## config.mk

```make
export PLATFORM = sky130hd
export DESIGN_NAME = uart_resync_tx
export DESIGN_NICKNAME = d
export VERILOG_FILES = /design/src/rtl/uart_rtx_pkg.sv /design/src/rtl/uart_rtx_baud.sv /design/src/rtl/uart_rtx_groupcnt.sv /design/src/rtl/uart_rtx_frame.sv /design/src/rtl/uart_resync_tx.sv
export SDC_FILE = /design/constraint.sdc
export NUM_CORES = 1
export LEC_CHECK = 0
export BUFFER_PORTS_ARGS = -buffer_cell sky130_fd_sc_hd__buf_2
export CORE_ASPECT_RATIO = 0.9
export CORE_UTILIZATION = 33
export CTS_BUF_LIST = sky130_fd_sc_hd__clkbuf_2 sky130_fd_sc_hd__clkbuf_4 sky130_fd_sc_hd__clkbuf_8
export CTS_CLUSTER_DIAMETER = 120
export DETAILED_ROUTE_END_ITERATION = 8
export HOLD_SLACK_MARGIN = 0.02
export SLEW_MARGIN = 5
export SYNTH_ARGS = -nofsm -noshare
export SYNTH_HDL_FRONTEND = slang
export SYNTH_HIERARCHICAL = 1
export SYNTH_SLANG_ARGS = --single-unit
```

## constraint.sdc

```tcl
create_clock -name clk -period 4.6 [get_ports clk]
set_input_delay 0.23 -clock clk [delete_from_list [all_inputs] [get_ports clk]]
set_output_delay 0.23 -clock clk [all_outputs]
set_load 0.01 [all_outputs]
```

## src/rtl/uart_rtx_pkg.sv

```systemverilog
package uart_rtx_pkg;

  typedef enum logic [2:0] {
    ST_IDLE  = 3'd0,
    ST_START = 3'd1,
    ST_DATA  = 3'd2,
    ST_STOP  = 3'd3,
    ST_GAP   = 3'd4
  } tx_state_t;

  localparam int unsigned MIN_GAP_BITS = 11;

endpackage

```

## src/rtl/uart_rtx_baud.sv

```systemverilog
module uart_rtx_baud #(
  parameter int unsigned CLKS_PER_BIT = 434
) (
  input  logic clk,
  input  logic rst,
  output logic tick
);
  localparam int unsigned CW = (CLKS_PER_BIT > 1) ? $clog2(CLKS_PER_BIT) : 1;
  localparam logic [CW-1:0] LAST = CW'(CLKS_PER_BIT - 1);

  logic [CW-1:0] cnt_q;

  // Free-running divider: bit edges are fixed instants, not elapsed delays.
  always_ff @(posedge clk) begin
    if (rst) begin
      cnt_q <= '0;
    end else if (cnt_q == LAST) begin
      cnt_q <= '0;
    end else begin
      cnt_q <= cnt_q + 1'b1;
    end
  end

  assign tick = (cnt_q == LAST);

endmodule

```

## src/rtl/uart_rtx_groupcnt.sv

```systemverilog
module uart_rtx_groupcnt #(
  parameter int unsigned GAP_EVERY = 4
) (
  input  logic clk,
  input  logic rst,
  input  logic char_end,
  output logic gap_next
);
  localparam int unsigned CW = (GAP_EVERY > 1) ? $clog2(GAP_EVERY) : 1;
  localparam logic [CW-1:0] LAST = CW'(GAP_EVERY - 1);

  logic [CW-1:0] cnt_q;

  always_ff @(posedge clk) begin
    if (rst) begin
      cnt_q <= '0;
    end else if (char_end) begin
      if (cnt_q == LAST) begin
        cnt_q <= '0;
      end else begin
        cnt_q <= cnt_q + 1'b1;
      end
    end
  end

  // High while the character on the line is the last one of its group.
  assign gap_next = (cnt_q == LAST);

endmodule

```

## src/rtl/uart_rtx_frame.sv

```systemverilog
module uart_rtx_frame
  import uart_rtx_pkg::*;
#(
  parameter int unsigned DATA_BITS = 8,
  parameter int unsigned GAP_BITS  = 12
) (
  input  logic                 clk,
  input  logic                 rst,
  input  logic                 tick,
  input  logic [DATA_BITS-1:0] byte_i,
  input  logic                 valid_i,
  input  logic                 two_i,
  input  logic                 brk_i,
  input  logic                 gap_next_i,
  output logic                 ready_o,
  output logic                 busy_o,
  output logic                 txd_o,
  output logic                 char_end_o,
  output logic                 in_gap_o
);
  localparam int unsigned MAXC = (GAP_BITS > DATA_BITS) ? GAP_BITS : DATA_BITS;
  localparam int unsigned CW   = $clog2(MAXC + 1);
  localparam logic [CW-1:0] DATA_LAST = CW'(DATA_BITS - 1);
  localparam logic [CW-1:0] GAP_LAST  = CW'(GAP_BITS - 1);

  tx_state_t            state_q;
  logic [DATA_BITS-1:0] sh_q;
  logic [DATA_BITS-1:0] pend_byte_q;
  logic                 pend_q, pend_two_q, pend_brk_q;
  logic                 cur_two_q, cur_brk_q;
  logic                 stop2_q;
  logic [CW-1:0]        cnt_q;
  logic                 txd_q;

  logic                 last_stop;
  logic                 fire;
  logic                 have_next;
  logic [DATA_BITS-1:0] next_byte;
  logic                 next_two, next_brk;

  assign last_stop  = !cur_two_q || stop2_q;
  assign ready_o    = !pend_q &&
                      ((state_q == ST_IDLE) ||
                       (state_q == ST_STOP && last_stop && !gap_next_i));
  assign fire       = valid_i && ready_o;
  assign have_next  = pend_q || fire;
  assign next_byte  = pend_q ? pend_byte_q : byte_i;
  assign next_two   = pend_q ? pend_two_q  : two_i;
  assign next_brk   = pend_q ? pend_brk_q  : brk_i;
  assign char_end_o = tick && (state_q == ST_STOP) && last_stop;
  assign in_gap_o   = (state_q == ST_GAP);
  assign busy_o     = pend_q || (state_q != ST_IDLE);
  assign txd_o      = txd_q;

  always_ff @(posedge clk) begin
    if (rst) begin
      state_q     <= ST_IDLE;
      sh_q        <= '0;
      pend_byte_q <= '0;
      pend_q      <= 1'b0;
      pend_two_q  <= 1'b0;
      pend_brk_q  <= 1'b0;
      cur_two_q   <= 1'b0;
      cur_brk_q   <= 1'b0;
      stop2_q     <= 1'b0;
      cnt_q       <= '0;
      txd_q       <= 1'b1;
    end else begin
      if (fire) begin
        pend_q      <= 1'b1;
        pend_byte_q <= byte_i;
        pend_two_q  <= two_i;
        pend_brk_q  <= brk_i;
      end
      if (tick) begin
        unique case (state_q)
          ST_IDLE: begin
            if (have_next) begin
              txd_q     <= 1'b0;
              sh_q      <= next_byte;
              cur_two_q <= next_two;
              cur_brk_q <= next_brk;
              pend_q    <= 1'b0;
              state_q   <= ST_START;
            end
          end
          ST_START: begin
            txd_q   <= sh_q[0];
            sh_q    <= {1'b0, sh_q[DATA_BITS-1:1]};
            cnt_q   <= '0;
            state_q <= ST_DATA;
          end
          ST_DATA: begin
            if (cnt_q == DATA_LAST) begin
              txd_q   <= 1'b1;
              stop2_q <= 1'b0;
              state_q <= ST_STOP;
            end else begin
              txd_q <= sh_q[0];
              sh_q  <= {1'b0, sh_q[DATA_BITS-1:1]};
              cnt_q <= cnt_q + 1'b1;
            end
          end
          ST_STOP: begin
            if (!last_stop) begin
              stop2_q <= 1'b1;
            end else if (gap_next_i) begin
              txd_q   <= !cur_brk_q;
              cnt_q   <= '0;
              state_q <= ST_GAP;
            end else if (have_next) begin
              txd_q     <= 1'b0;
              sh_q      <= next_byte;
              cur_two_q <= next_two;
              cur_brk_q <= next_brk;
              pend_q    <= 1'b0;
              state_q   <= ST_START;
            end else begin
              state_q <= ST_IDLE;
            end
          end
          ST_GAP: begin
            if (cnt_q == GAP_LAST) begin
              txd_q   <= 1'b1;
              state_q <= ST_IDLE;
            end else begin
              cnt_q <= cnt_q + 1'b1;
            end
          end
          default: state_q <= ST_IDLE;
        endcase
      end
    end
  end

endmodule

```

## src/rtl/uart_resync_tx.sv

```systemverilog
module uart_resync_tx #(
  parameter int unsigned CLKS_PER_BIT = 434,
  parameter int unsigned DATA_BITS    = 8,
  parameter int unsigned GAP_EVERY    = 4,
  parameter int unsigned GAP_BITS     = 12
) (
  input  logic                 clk,
  input  logic                 rst,
  input  logic [DATA_BITS-1:0] tx_data,
  input  logic                 tx_valid,
  output logic                 tx_ready,
  input  logic                 two_stop,
  input  logic                 break_mode,
  output logic                 txd,
  output logic                 busy
);
  logic bit_tick;
  logic char_end;
  logic gap_next;
  logic in_gap;

  uart_rtx_baud #(
    .CLKS_PER_BIT(CLKS_PER_BIT)
  ) u_baud (
    .clk  (clk),
    .rst  (rst),
    .tick (bit_tick)
  );

  uart_rtx_groupcnt #(
    .GAP_EVERY(GAP_EVERY)
  ) u_group (
    .clk      (clk),
    .rst      (rst),
    .char_end (char_end),
    .gap_next (gap_next)
  );

  uart_rtx_frame #(
    .DATA_BITS(DATA_BITS),
    .GAP_BITS (GAP_BITS)
  ) u_frame (
    .clk        (clk),
    .rst        (rst),
    .tick       (bit_tick),
    .byte_i     (tx_data),
    .valid_i    (tx_valid),
    .two_i      (two_stop),
    .brk_i      (break_mode),
    .gap_next_i (gap_next),
    .ready_o    (tx_ready),
    .busy_o     (busy),
    .txd_o      (txd),
    .char_end_o (char_end),
    .in_gap_o   (in_gap)
  );

endmodule

```

Yosys cells after proc, flatten, opt, wreduce, memory -nomap -nowiden:

Cells that the tools add are included.

* memory bits (writable): 0
* ROM bits: 0
* memories kept: 0
* logic and storage cells: 105
* bits in latches: 0
* bits in registers: 41

* shifts and indexed selects: 0
* add/subtract/negate cells: 3
* muxes and demuxes: 44
* eq/ne operators: 17
* $lt $le $gt $ge: 0
* reductions and logical operators: 28
* bitwise logic cells: 0
* multipliers: 0
* divide/modulo/power cells: 0

Operators by type and width (count)
* 2-to-1 mux 8 bit: 5
* one-hot mux 8 bit (4 select lines): 1
* 2-to-1 mux 1 bit: 21
* 2-to-1 mux 4 bit: 4
* one-hot mux 4 bit (4 select lines): 1
* 2-to-1 mux 3 bit: 5
* one-hot mux 3 bit (5 select lines): 1
* AND reduction 4 bit: 3
* inequality test 2 x 1 -> 1 bit, second input constant: 5
* AND reduction 5 bit: 2
* adder 9 x 1 -> 9 bit, second input constant: 1
* equality test 9 bit, second input constant: 1
* inequality test 2 bit, second input constant: 4
* one-hot mux 1 bit (2 select lines): 4
* nonzero test 4 bit: 2
* equality test 3 x 2 -> 1 bit, second input constant: 2
* logical AND 1 bit: 6
* AND reduction 6 bit: 1
* one-hot mux 1 bit (5 select lines): 1
* nonzero test 5 bit: 1
* adder 4 x 1 -> 4 bit, second input constant: 1
* equality test 4 x 3 -> 1 bit, second input constant: 1
* equality test 4 bit, second input constant: 1
* zero test 1 bit: 4
* 10 further kinds: 14

Logic depth before layout (Yosys ltp):

Gate-level depths: netlist of run 1.

* word-level depth: 13
* gate-level depth with buffers: 9
* gate-level depth less buffers: 8

By module:

Netlist of run 1, hierarchy kept.

By module, submodules not included
* uart_rtx_frame: area each 1735.4 um^2, cells each 209, times used 1
* uart_rtx_baud: area each 440.4 um^2, cells each 48, times used 1
* uart_rtx_groupcnt: area each 86.3 um^2, cells each 8, times used 1

Least setup slack after synthesis of run 1:

Ideal clock, no wire load.

* path type: register -> register
* from: register u_baud.cnt_q[2]
* to: register u_frame.cnt_q[3]
* clock period less this slack: 2208 ps
* stages on the path, launching flop included: 7
* data arrival time: 2138 ps
* setup slack: 2392 ps
* path buffers: 0
* data required time: 4530 ps
* cells stage by stage: dfxtp_1 or3_4 nor3_1 a21boi_2 nand4_1 or4_1 a21oi_1

* word-level cells in the longest chain between the ends: 2

RTL lines
* from (decl): RTL line uart_rtx_baud.sv:11 `logic [CW-1:0] cnt_q;`
* from (signal assigned): RTL line uart_rtx_baud.sv:20 `cnt_q <= cnt_q + 1'b1;`
* equality test 9 bit: RTL line uart_rtx_baud.sv:24 `assign tick = (cnt_q == LAST);`
* net bit_tick: RTL line uart_resync_tx.sv:17 `logic bit_tick;`
* AND reduction 6 bit (no source line)
* to (signal assigned): RTL line uart_rtx_frame.sv:101 `cnt_q <= cnt_q + 1'b1;`
* to (signal assigned): RTL line uart_rtx_frame.sv:127 `cnt_q <= cnt_q + 1'b1;`
* to (decl): RTL line uart_rtx_frame.sv:32 `logic [CW-1:0] cnt_q;`

The timed path passes the listed nets, and every way through them passes these cells.
A chain may end at the register's enable or synchronous reset.

Worst setup path after layout of run 1:

* from: register u_baud.cnt_q[2]
* to: register u_frame.sh_q[7]

* word-level cells in the longest chain between the ends: 2

RTL lines
* equality test 9 bit: RTL line uart_rtx_baud.sv:24
* net bit_tick: RTL line uart_resync_tx.sv:17
* AND reduction 5 bit (no source line)
* to (signal assigned): RTL line uart_rtx_frame.sv:80 `sh_q <= next_byte;`
* to (signal assigned): RTL line uart_rtx_frame.sv:89 `sh_q <= {1'b0, sh_q[DATA_BITS-1:1]};`
* to (signal assigned): RTL line uart_rtx_frame.sv:100 `sh_q <= {1'b0, sh_q[DATA_BITS-1:1]};`
* to (decl): RTL line uart_rtx_frame.sv:27 `logic [DATA_BITS-1:0] sh_q;`

The timed path passes the listed nets, and every way through them passes these cells.

==> impl_metrics.csv, run 1 <==
group,metric,value,unit
die,io_pins,16,
critical_path,path_cells,"or3_4, nor3_1, and2b_1, nand3_1, or4_1, a21oi_1",
synth,postSynth.asyncResetShare,0,%
clock_network,cts_hold_buf,0,
synth,synthSimpleGateAreaFrac,25.72,%
critical_path,r2r_setup_slack,2030,ps
die,die_h,80.55,um
critical_path,slowest_stage,"or4_1",
die,die_w,89.28,um
critical_path,path_delay_family,"simple AND/OR/NAND/NOR gates",
power_and_ir_drop,powerDensity,302.1,mW/mm^2
sta,grt_setup_unrepaired,"no",
die,rows,28,
critical_path,r2r_cells,6,
clock_network,cts_buffers,5,
synth,synth_top_family_by_area,"simple AND/OR/NAND/NOR gates",
synth,syn_inst,265,
critical_path,required,4820,ps
global_routing,antenna_found_initial,0,
detailed_routing,via_per_inst,5.157,
clock_network,clock_sinks,41,
synth,synth_compound_area_share,21.13,%
critical_path,critical_path_class,"reg -> reg",
synth,synth_fa_ha_area_share,2.212,%
finish,nFillCells,704,
power_and_ir_drop,leakagePower,0.0008214,uW
sta,tns,0,ps
sta,tightest_slew,811.3,ps
sta,fin_crit,2571,ps
detailed_routing,wl_per_cell,12.29,um
synth,ys.flop_type,"dfxtp_1",
job,maxCapViolCount,0,
synth,post-synth-top-area-fraction,36.28,%
global_routing,grt_max_degree,38,
critical_path,cp_max_fo,16,
detailed_routing,drt-pass1-iter-count,4,
finish,fin_nets,289,
critical_path,r2r_end,"u_frame/sh_q[7]",
synth,synth_edf_count,0,
synth,synth_top_area_cell,"dfxtp_1",
sta,hold_viol_final,0,
critical_path,r2r-start,"u_baud/cnt_q[2]",
critical_path,crit_path_end,"u_frame/sh_q[7]",
clock_network,postCtsSetupBuffers,0,
critical_path,path_buf_inv,0,
finish,seqCellArea,820.8,um^2
clock_network,cts_root_buf,"clkbuf_8",
finish,syn_to_final_growth,10.01,%
detailed_routing,vias,1872,
clock_network,insertion_delay,290,ps
sta,setup_viol,0,
synth,ys_ff_latch,41,
detailed_routing,dr.first_iter.drc_count,65,
place,place_congestion,0.7571,
detailed_routing,drt-total-wl,4462,um
synth,syn_nets,282,
clock_network,cts_max_level,2,
critical_path,critPathCaptureType,"flip-flop",
global_routing,grt_overflow_total,0,
finish,multi_input_area,0.001334,mm^2
synth,yosysWarnings,6,
sta,finalCritPeriodShare,55.88,%
clock_network,cts_resized,0,
global_routing,grt_pass1_wl,7348,um
synth,synthTopCellsByArea,"dfxtp_1 36%, a21oi_1 6.6%, nand2_1 5.3%",
die,initial_utilization,34.35,%
synth,synth-seq-area-share,36.28,%
status,status,"finished clean",
global_routing,grt_pass1_vias,1604,
synth,synth_most_common_cell,"dfxtp_1",
sta,slew_viol_final,0,
sta,max_freq,389.0,MHz
hold_path,hp-class,"in -> reg",
finish,drive_above_1_share,15.38,%
critical_path,start_kind,"flip-flop",
die,core_area,0.006586,mm^2
power_and_ir_drop,total_power,751.8,uW
detailed_routing,route.antenna.remaining_nets,0,
clock_network,path_clk_slew,80,ps
die,die_area,0.007191,mm^2
synth,synthDistinctLibCells,56,
place,dpl.hpwl,3033,um
synth,synth_commonest_cells,"41 x dfxtp_1, 32 x nand2_1, 30 x a21oi_1",
sta,relSlewSlack,45.84,%
critical_path,cpPeakStageDelay,630,ps
sta,skew,6.593,ps
critical_path,cp.depth,6,
finish,diodes,0,
synth,netlist_area,0.002262,mm^2
place,portBuffers,15,
synth,muxShareOfSynthArea,8.352,%
power_and_ir_drop,vdd_drop_max,0.09309,mV
global_routing,gr-usage-all-layers,13.05,%
clock_network,cts_max_path_buffers,2,
clock_network,cts_tree,"built",
synth,syn_avg_cell_area,8.536,um^2
detailed_routing,drc,0,
critical_path,arrival,2800,ps
synth,synth-xor-area-share,1.549,%
critical_path,crit_start,"u_baud/cnt_q[2]",
==> cells in the final DEF (no fill, tap or decap), types with 2 or more instances in the layout <==
cell type | netlist | layout
nor3_1 | 3 | 3
o21ai_0 | 19 | 19
nor2b_1 | 4 | 4
a21oi_1 | 30 | 30
inv_1 | 7 | 7
buf_2 | 4 | 15
and3b_1 | 2 | 2
o211ai_1 | 2 | 2
or3_1 | 11 | 11
xor2_1 | 2 | 2
nand3b_1 | 4 | 4
or4_1 | 4 | 4
nor4bb_1 | 2 | 2
mux2i_1 | 11 | 11
mux2_2 | 7 | 7
nor3b_1 | 2 | 2
dfxtp_1 | 41 | 41
nand3_1 | 7 | 7
or3b_1 | 2 | 2
xnor2_1 | 2 | 2
nand2_1 | 32 | 32
clkbuf_8 | 0 | 6
nand4_1 | 2 | 2
o31ai_4 | 2 | 2
nor2_1 | 9 | 9
nand2b_1 | 7 | 7
and2_1 | 4 | 4
o21ai_1 | 2 | 2
ha_1 | 4 | 4
a31oi_1 | 3 | 3
==> stage by stage <==
step | setup WS [ps] | instance area (um^2) | hold WS (ps) | instances | util, %
after floorplan | 2392 | 2262 | 299.1 | 265 | -
after global placement | 2096 | 2369 | 438.3 | 355 | 35.96
after detailed placement | 2055 | 2369 | 446.6 | 355 | 35.96
after CTS | 2030 | 2489 | 172.2 | 363 | 37.79
after global routing | 1795 | 2489 | 163.3 | 363 | 37.79
final | 2029 | 2489 | 178.8 | 363 | 37.79
==> worst min-delay path by stage <==
stage	start	to	slack, ps	cells after the start
5_1_grt	tx_data[7]	u_frame/pend_byte_q[7]	160	3
3_3_place_gp	u_frame/pend_byte_q[5]	u_frame/pend_byte_q[5]	440	2
3_5_place_dp	u_frame/pend_byte_q[5]	u_frame/pend_byte_q[5]	450	2
6_report	tx_data[0]	u_frame/pend_byte_q[0]	180	3
4_1_cts	tx_data[6]	u_frame/pend_byte_q[6]	170	3
2_1_floorplan	rst	u_baud/cnt_q[6]	300	1
==> final cells by class <==
type,count,share of cell area [%]
Clock buffer,7,3.620
Clock inverter,1,1.207
Inverter,7,1.056
Multi-Input combinational cell,202,53.59
Sequential cell,41,32.98
Tap cell,90,4.525
Timing Repair Buffer,15,3.017
==> sequential cells by signal, summed over array words and instances, names as in the netlist <==
name / count
u_baud/cnt_q: 9
u_frame/cnt_q: 4
u_frame/cur_brk_q: 1
u_frame/cur_two_q: 1
u_frame/pend_brk_q: 1
u_frame/pend_byte_q: 8
u_frame/pend_q: 1
u_frame/pend_two_q: 1
u_frame/sh_q: 8
u_frame/state_q: 3
u_frame/stop2_q: 1
u_frame/txd_o: 1
u_group/cnt_q: 2
==> cell families (layout without fill, tap and decap cells) <==
| kind of cell | count (synthesis) | after routing |
|---|---|---|
| xor gates and xnor gates | 4 | 4 |
| DFF | 41 | 41 |
| muxes | 18 | 18 |
| and+or+nand+nor | 103 | 103 |
| buffers and inverters | 22 | 30 |
| adders and majority gates | 4 | 4 |
| AOI/OAI and AO/OA | 73 | 73 |
==> metal layers <==
layer / part of all wire [%] / global-route usage [%]
met5: 0 / 0
met4: 1.1 / 4.921
met3: 4.1 / 2.980
met2: 45 / 20.76
met1: 50 / 17.04
==> where the power goes <==
group / internal, uW / total (uW) / switching, uW / leakage [uW]
logic: 29.3 / 65.4 / 36.1 / 0.000426
registers: 366 / 379 / 13.2 / 0.000333
clock network: 183 / 307 / 125 / 0.0000619
==> tightest hold or removal path: stages <==
cell     delay (ps)
buf_2           100
nand2_1          50
a21oi_1          50
Note: power is estimated with default switching activity, not from simulation.
==> run 2: changes to the inputs <==
clock period = 2.45 ns   (was 4.6 ns; I/O delays follow)
==> run 2 against run 1 <==
  * Global-route usage rose by 1.5 points
  * Final area increased by 3.8%
  * Die area did not move
  * Worst hold slack lost 120 ps
  * Combinational power grew 100%
  * Sequential share of layout area shrank 1.2 points
==> impl_metrics.csv, run 2 (synthesized netlist as in run 1, its figures left out) <==
group,metric,value,unit
status,status,"finished clean",
sta,tightest_slew,572.5,ps
sta,finalCritPeriodShare,90.96,%
finish,seqCellArea,820.8,um^2
clock_network,cts_buffers,5,
finish,final_util,39.23,%
critical_path,cp.depth,7,
die,die_area,0.007191,mm^2
finish,layout_common_cells,"41 x dfxtp_1, 32 x nand2_1, 30 x a21oi_1",
finish,regMostFlops,"u_baud/cnt_q",
finish,stdcell_area,0.002584,mm^2
sta,hold_viol_final,0,
critical_path,critPathCaptureType,"flip-flop",
clock_network,clock_sinks,41,
die,die_w,89.28,um
clock_network,insertion_delay,300,ps
global_routing,grt_pass1_vias,1782,
finish,final_common_cell,"dfxtp_1",
power_and_ir_drop,vdd_drop_max,0.2333,mV
place,placed_cell_area,0.002436,mm^2
sta,setup_viol,0,
power_and_ir_drop,leakagePower,0.0008765,uW
finish,nFillCells,698,
clock_network,path_clk_slew,90,ps
hold_path,hold-path-cell-count,3,
global_routing,grt_max_degree,29,
die,rows,28,
critical_path,start_kind,"flip-flop",
hold_path,hp-class,"in -> reg",
finish,diodes,0,
clock_network,cts_tree,"built",
detailed_routing,drc,0,
die,initial_utilization,34.35,%
global_routing,antenna_found_initial,0,
power_and_ir_drop,powerDensity,548.7,mW/mm^2
critical_path,r2r_end,"u_frame/cnt_q[1]",
critical_path,r2r_cells,7,
finish,drive_above_1_share,19.30,%
sta,tns,0,ps
hold_path,whs_endpoint,"u_frame/pend_brk_q",
finish,syn_to_final_growth,14.21,%
place,portBuffers,15,
critical_path,required,2680,ps
sta,fin_crit,2228,ps
detailed_routing,via_per_inst,5.189,
detailed_routing,vias,1946,
die,io_pins,16,
die,core_area,0.006586,mm^2
job,maxCapViolCount,0,
hold_path,hold_start,"break_mode",
critical_path,slowest_stage,"or3_4",
critical_path,path_buf_inv,1,
sta,relSlewSlack,61.76,%
critical_path,cp_max_fo,7,
critical_path,critical_path_class,"reg -> reg",
detailed_routing,wl_per_cell,13.09,um
finish,largest_register_ffs,9,
critical_path,arrival,2460,ps
detailed_routing,dr.first_iter.drc_count,54,
place,place_congestion,0.7864,
sta,grt_setup_unrepaired,"no",
critical_path,r2r_setup_slack,220,ps
clock_network,cts_max_path_buffers,2,
die,die_h,80.55,um
clock_network,cts_max_level,2,
place,dpl.hpwl,3398,um
sta,hold_ws,59.62,ps
detailed_routing,route.antenna.remaining_nets,0,
global_routing,gr-usage-all-layers,14.60,%
finish,multi_input_area,0.001339,mm^2
global_routing,grt_pass1_wl,8197,um
clock_network,cts_root_buf,"clkbuf_8",
power_and_ir_drop,total_power,1418,uW
sta,slew_viol_final,0,
detailed_routing,drt-total-wl,4908,um
detailed_routing,drt-pass1-iter-count,4,
critical_path,path_delay_family,"simple AND/OR/NAND/NOR gates",
global_routing,grt_overflow_total,0,
finish,fin_nets,301,
critical_path,path_cells,"or3_4, nor3_2, a21boi_2, nand4_1, buf_4, or2_2, a21oi_1",
critical_path,r2r-start,"u_baud/cnt_q[2]",
finish,reg_top3,"u_baud/cnt_q (9), u_frame/pend_byte_q (8), u_frame/sh_q (8)",
sta,skew,10.73,ps
sta,max_freq,448.7,MHz
critical_path,cpPeakStageDelay,430,ps
[run 2: cell types whose count changed in the layout (fill, tap and decap cells not counted)]
cell and change:
buf_4 +12, clkbuf_4 -1, clkinvlp_4 +1, nor3_2 +1
nor3_1 -1
[run 2: worst max path at each step]
stage / start / end / slack, ps
final: u_baud/cnt_q[2] / u_frame/cnt_q[1] / 220
after global routing: u_baud/cnt_q[2] / u_frame/cnt_q[3] / 20
after CTS: u_baud/cnt_q[2] / u_frame/cnt_q[3] / 110
after detailed placement: u_baud/cnt_q[2] / u_frame/cnt_q[3] / 130
after global placement: u_baud/cnt_q[2] / u_frame/cnt_q[3] / 230
after floorplan: u_baud/cnt_q[2] / u_frame/cnt_q[3] / 240
[run 2: final cells by class]
cell class                      instances  share of cell area (%)
Multi-Input combinational cell        202                   51.82
Sequential cell                        41                   31.77
Clock buffer                            6                   3.196
Inverter                                7                   1.017
Tap cell                               90                   4.358
Timing Repair Buffer                   27                   6.392
Clock inverter                          2                   1.453
[run 2: what timing repair did]
action                                 in CTS  in global routing
resized for setup                           0                  1
hold buffers                                0                  0
buffers inserted                            0                  3
endpoints found under the hold margin       0                  0
setup endpoints to repair                   0                  2
[run 2: report_power, final]
part | internal (uW) | total, uW | switching, uW
sequential | 687 | 704 | 17.8
combinational | 57.6 | 134 | 76.7
clock | 331 | 579 | 247
total | 1080 | 1420 | 342
[run 2: layer usage]
layer / track usage (%) / share of wire [%]
met2: 23.36 / 46
met1: 19.12 / 49
met4: 5.873 / 1.7
met3: 2.775 / 3.4
met5: 0 / 0
[run 2: per-stage QoR]
step	cells	setup slack (ps)
after floorplan	265	241.6
after global placement	364	228.7
after detailed placement	364	127.1
after CTS	372	111.7
after global routing	375	22.36
final	375	221.6
[run 2: tightest hold or removal path: stages]
cell and delay (ps):
buf_2 100, nand2_1 50, a21oi_1 50
